[src/rtl/lux_integrator.sv]
module lux_integrator #(
  parameter int UNIT  = 918,
  parameter int M0    = 11,
  parameter int M1    = 81,
  parameter int M2    = 322,
  parameter int RES_W = 16
) (
  input  logic             clk,
  input  logic             rst_n,
  input  logic             en,
  input  logic [1:0]       tsel,
  input  logic             gain_lo,
  input  logic             man_go,
  input  logic             pulse_a,
  input  logic             pulse_b,
  output logic [RES_W-1:0] res_a,
  output logic [RES_W-1:0] res_b,
  output logic             done
);
  localparam int LMAX = M2 * UNIT;
  localparam int CW   = $clog2(LMAX + 1);
  localparam int AW   = RES_W + 1;
  localparam logic [AW-1:0] PEAK = AW'((1 << RES_W) - 1);
  localparam logic [AW-1:0] ACC_TOP = PEAK + AW'(2);

  logic [CW-1:0]    cnt, win;
  logic             go_q;
  logic [AW-1:0]    acc  [2];
  logic [3:0]       pre  [2];
  logic             took [2];
  logic [RES_W-1:0] res  [2];
  logic [1:0]       pin;

  assign pin    = {pulse_b, pulse_a};
  assign res_a  = res[0];
  assign res_b  = res[1];

  wire manual = (tsel == 2'b11);

  always_comb begin
    case (tsel)
      2'b00:   win = CW'(M0 * UNIT);
      2'b01:   win = CW'(M1 * UNIT);
      2'b10:   win = CW'(M2 * UNIT);
      default: win = '0;
    endcase
  end

  wire close  = manual ? (go_q && !man_go) : (cnt >= win - CW'(1));
  wire sample = manual ? man_go : !close;

  function automatic logic [RES_W-1:0] clip(input logic [AW-1:0] a);
    return (a < AW'(2)) ? '0 : RES_W'(a - AW'(2));
  endfunction

  always_ff @(posedge clk or negedge rst_n) begin
    if (!rst_n) begin
      cnt  <= '0;
      go_q <= 1'b0;
      done <= 1'b0;
      for (int c = 0; c < 2; c++) begin
        acc[c]  <= '0;
        pre[c]  <= '0;
        took[c] <= 1'b0;
        res[c]  <= '0;
      end
    end else if (!en) begin
      cnt  <= '0;
      go_q <= 1'b0;
      done <= 1'b0;
      for (int c = 0; c < 2; c++) begin
        acc[c]  <= '0;
        pre[c]  <= '0;
        took[c] <= 1'b0;
      end
    end else begin
      go_q <= man_go;
      done <= close;
      if (close) begin
        cnt <= '0;
        for (int c = 0; c < 2; c++) begin
          res[c]  <= clip(acc[c]);
          acc[c]  <= '0;
          pre[c]  <= '0;
          took[c] <= 1'b0;
        end
      end else if (sample) begin
        if (!manual) cnt <= cnt + CW'(1);
        for (int c = 0; c < 2; c++) begin
          took[c] <= pin[c] && !took[c];
          if (pin[c] && !took[c]) begin
            if (gain_lo) pre[c] <= pre[c] + 4'd1;
            if ((!gain_lo || pre[c] == 4'hF) && acc[c] != ACC_TOP)
              acc[c] <= acc[c] + AW'(1);
          end
        end
      end else begin
        for (int c = 0; c < 2; c++) took[c] <= 1'b0;
      end
    end
  end
endmodule

[config.mk]
export PLATFORM = sky130hd
export DESIGN_NAME = lux_integrator
export DESIGN_NICKNAME = d
export VERILOG_FILES = /design/src/rtl/lux_integrator.sv
export SDC_FILE = /design/constraint.sdc
export NUM_CORES = 1
export LEC_CHECK = 0
export BUFFER_PORTS_ARGS = -buffer_cell sky130_fd_sc_hd__buf_2
export CAP_MARGIN = 20
export CORE_MARGIN = 2
export CORE_UTILIZATION = 50
export DETAILED_ROUTE_END_ITERATION = 10
export PLACE_DENSITY_LB_ADDON = 0.15
export SLEW_MARGIN = 25
export SYNTH_ARGS = -nofsm -noshare
export SYNTH_HDL_FRONTEND = slang
export SYNTH_SLANG_ARGS = --single-unit
[constraint.sdc]
create_clock -name clk -period 2.8 [get_ports clk]
set_input_delay 0.56 -clock clk [delete_from_list [all_inputs] [get_ports clk]]
set_output_delay 0.56 -clock clk [all_outputs]
set_load 0.05 [all_outputs]
==> impl_metrics.json <==
{
  "status": "complete, but fails checks",
  "violations": "setup timing",
  "fin_crit_sh_pct": 104.9,
  "routed-via-count": 5506,
  "ys_ff_latch": 97,
  "yosys.area.top_type": "dfrtp_1",
  "slew_headroom_pct": 49.07,
  "crit_path_start_kind": "primary input",
  "setup_viol": 54,
  "worst_setup_path_end_kind": "register",
  "swShare_pct": 29.03,
  "drt_iter0_markers": 264,
  "fin_crit_ps": 2936,
  "synth-edff-count": 0,
  "syn_area_per_cell_um2": 9.208,
  "p_seq_share_pct": 42.2,
  "drc": 0,
  "grt_pass1_vias": 5277,
  "cts_made_buffers": 9,
  "clockBufferDepth": 2,
  "area_delta_synth_final_pct": 37.36,
  "track_usage_pct": 23.93,
  "worst_path_largest_cell_delay_ps": 460,
  "ys_types": 59,
  "worstReg2RegEnd": "acc[10]$_DFFE_PN0P_",
  "cp.arrival_ps": 3220,
  "ioPinCount": 42,
  "drt_wl_total_mm": 16.40,
  "fin_skew_ps": 7.404,
  "routed_via_density": 6.207,
  "synth_nets": 686,
  "path_cells": "buf_8 > clkinvlp_4 > ha_4 > xnor2_4 > ha_4 > nand3_4 > o221a_4 > buf_6 > a2bb2oi_4 > buf_6 > o2111ai_4 > buf_12 > buf_8 > or4_1 > a21oi_1",
  "crit_family": "buffers and inverters",
  "cts-root-buf": "clkbuf_16",
  "antenna_found_initial": 0,
  "p_int_mw": 2.488,
  "cp.buffers_inverters": 6,
  "multi_input_area_mm2": 0.003981,
  "total_power_mw": 3.506,
  "crit_required_ps": 3080,
  "grt_max_degree": 60,
  "p_leak_nw": 3.447,
  "crit_type": "primary input to register",
  "p_comb_share_pct": 19.4,
  "port_buffers": 41,
  "tightestPinTransition_ps": 763.9,
  "fmax_mhz": 340.6,
  "die_h_um": 112.8,
  "crit_fanout": 6,
  "path_clk_slew_ps": 70,
  "pwr-share-clk_pct": 38.4,
  "placedInstanceArea_mm2": 0.006779,
  "finalSetupTns_ps": -2417,
  "coreArea_mm2": 0.01147,
  "min_path_type": "primary input to async pin",
  "synth.area.top_cells": "dfrtp_1, ha_1, o31ai_1",
  "globalplace.congestion": 0.8963,
  "syn_inst": 643,
  "start_util_pct": 51.63,
  "regToRegSetupSlack_ps": 100,
  "max-cap-violations": 0,
  "cts.sinks": 97,
  "routedWlPerCell_um": 18.49,
  "fillers": 864,
  "hpwlAfterDp_mm": 10.28,
  "ant_nets": 0,
  "fin_nets": 782,
  "synth-seq-area-share_pct": 41.00,
  "tritoncts": "yes",
  "dp_cells": 835,
  "cts-hold-fix-buffers": 0,
  "rows": 39,
  "die-area_mm2": 0.01273,
  "slowest_stage": "or4_1",
  "async_flop_share_pct": 100.0,
  "fin_cells": 887,
  "grt_pass1_wl_mm": 24.85,
  "hold_viol": 0,
  "clk_latency_ps": 360,
  "cts_max_level": 3,
  "cellPowerDensity_mw_per_mm2": 431.1,
  "synth_top_area_share_pct": 41.00,
  "synth_flop_cell": "dfrtp_1",
  "die_w_um": 112.8,
  "hold_slack_ps": 265.6,
  "drive_gt1_share_pct": 36.83,
  "r2r-start": "cnt[12]$_DFFE_PN0P_",
  "antenna_cells": 0,
  "rsz0062_at_grt": "true",
  "p_sw_mw": 1.018,
  "synth.cell_area_mm2": 0.005921,
  "fin_ws_ps": -136.2,
  "dr.pass1.iters": 5,
  "reg2reg_depth": 11,
  "overflow": 0,
  "yosys_warnings": 0,
  "register_area_mm2": 0.002427,
  "slew_violations": 0,
  "fin_area_mm2": 0.008133,
  "ir_drop_v": 0.0008245
}
-- per-layer routing --
layer / vias to the layer above / wire length [µm] / track usage (%)
li1: 2584 / - / -
met1: 2727 / 6868 / 30.64
met2: 161 / 8271 / 40.88
met3: 34 / 728 / 3.482
met4: 0 / 536 / 9.675
met5: - / 0 / 0
-- repair_timing --
| action | CTS | global route |
|---|---|---|
| cloned | 1 | 8 |
| setup buffers | 6 | 22 |
| endpoints found under the setup margin | 42 | 86 |
| pin swaps | 19 | 47 |
| resized for setup | 16 | 145 |
-- worst max-delay path by stage --
stage | startpoint | end | cells after the start
global route | tsel[0] | acc[22]$_DFFE_PN0P_ | 14
global placement | tsel[0] | acc[1]$_DFFE_PN0P_ | 12
finish | tsel[0] | acc[10]$_DFFE_PN0P_ | 15
CTS | tsel[0] | acc[22]$_DFFE_PN0P_ | 13
detailed placement | tsel[0] | acc[24]$_DFFE_PN0P_ | 11
floorplan | tsel[0] | acc[17]$_DFFE_PN0P_ | 11
-- stage by stage --
step | worst slack (ps) | util (%)
floorplan | -70.61 | -
global placement | -449.1 | 59.12
detailed placement | -489.2 | 59.12
CTS | -64.24 | 63.19
global route | -204.3 | 70.92
finish | -136.2 | 70.92
-- worst register-to-register path, cell delays in order, from the launching register on --
cell and delay (ps):
dfrtp_1 440, ha_1 360, a21oi_2 160, o221a_4 210
buf_6 100, a2bb2oi_4 180, buf_6 130, o2111ai_4 130
buf_12 180, buf_8 120, or4_1 460, a21oi_1 150
-- sequential cells by signal, indices dropped and copies added (netlist names) --
name / flops
done: 1
res_a: 16
acc: 34
pre: 8
took: 2
res_b: 16
go_q: 1
cnt: 19
-- Yosys cell counts (10+ instances only) --
library cell   n
clkbuf_1      17
nor2_1        26
ha_1          34
a21oi_1       59
xnor2_1       23
nand2_1       65
o21ai_0       28
nor3_1        10
or4_1         25
buf_2         11
nand4_1       18
nand3_1       23
or3_1         34
o31ai_1       48
dfrtp_1       97
inv_1         17
-- cells in the final DEF (no fill, tap or decap), types with 16 or more instances in the layout --
master and instances:
a21oi_1 26, a21oi_2 32, buf_2 38, buf_4 45, buf_6 22, dfrtp_1 97
ha_1 21, nand2_1 57, nand3_1 19, nand4_1 18, nor2_1 25, o21ai_0 16
o31ai_1 38, or3_1 24, xnor2_1 21
-- power by group through the flow --
stage          sequential (mW)  clock [mW]  combinational, mW
2_1_floorplan             1.63           0              0.237
3_3_place_gp              1.50           0              0.523
3_5_place_dp              1.51           0              0.534
4_1_cts                   1.48        1.36              0.559
5_1_grt                   1.49        1.41              0.724
6_report                  1.48        1.35              0.679
-- cells by family after synthesis --
family	synth area share (%)
simple gates	23.18
fa+ha+maj	7.185
xor+xnor	4.586
compound gates	18.51
flops	41.00
mux	1.183
buf+inv	4.353
-- layout make-up --
type                    count  share of cell area, %
clock buffers               9                  2.769
clock inverters             7                  1.154
inverters                  17                 0.8923
multi-input cells         490                  48.95
flip-flops and latches     97                  29.85
well taps                 143                  2.200
repair buffers            124                  14.18
Note: power is estimated with default switching activity, not from simulation.
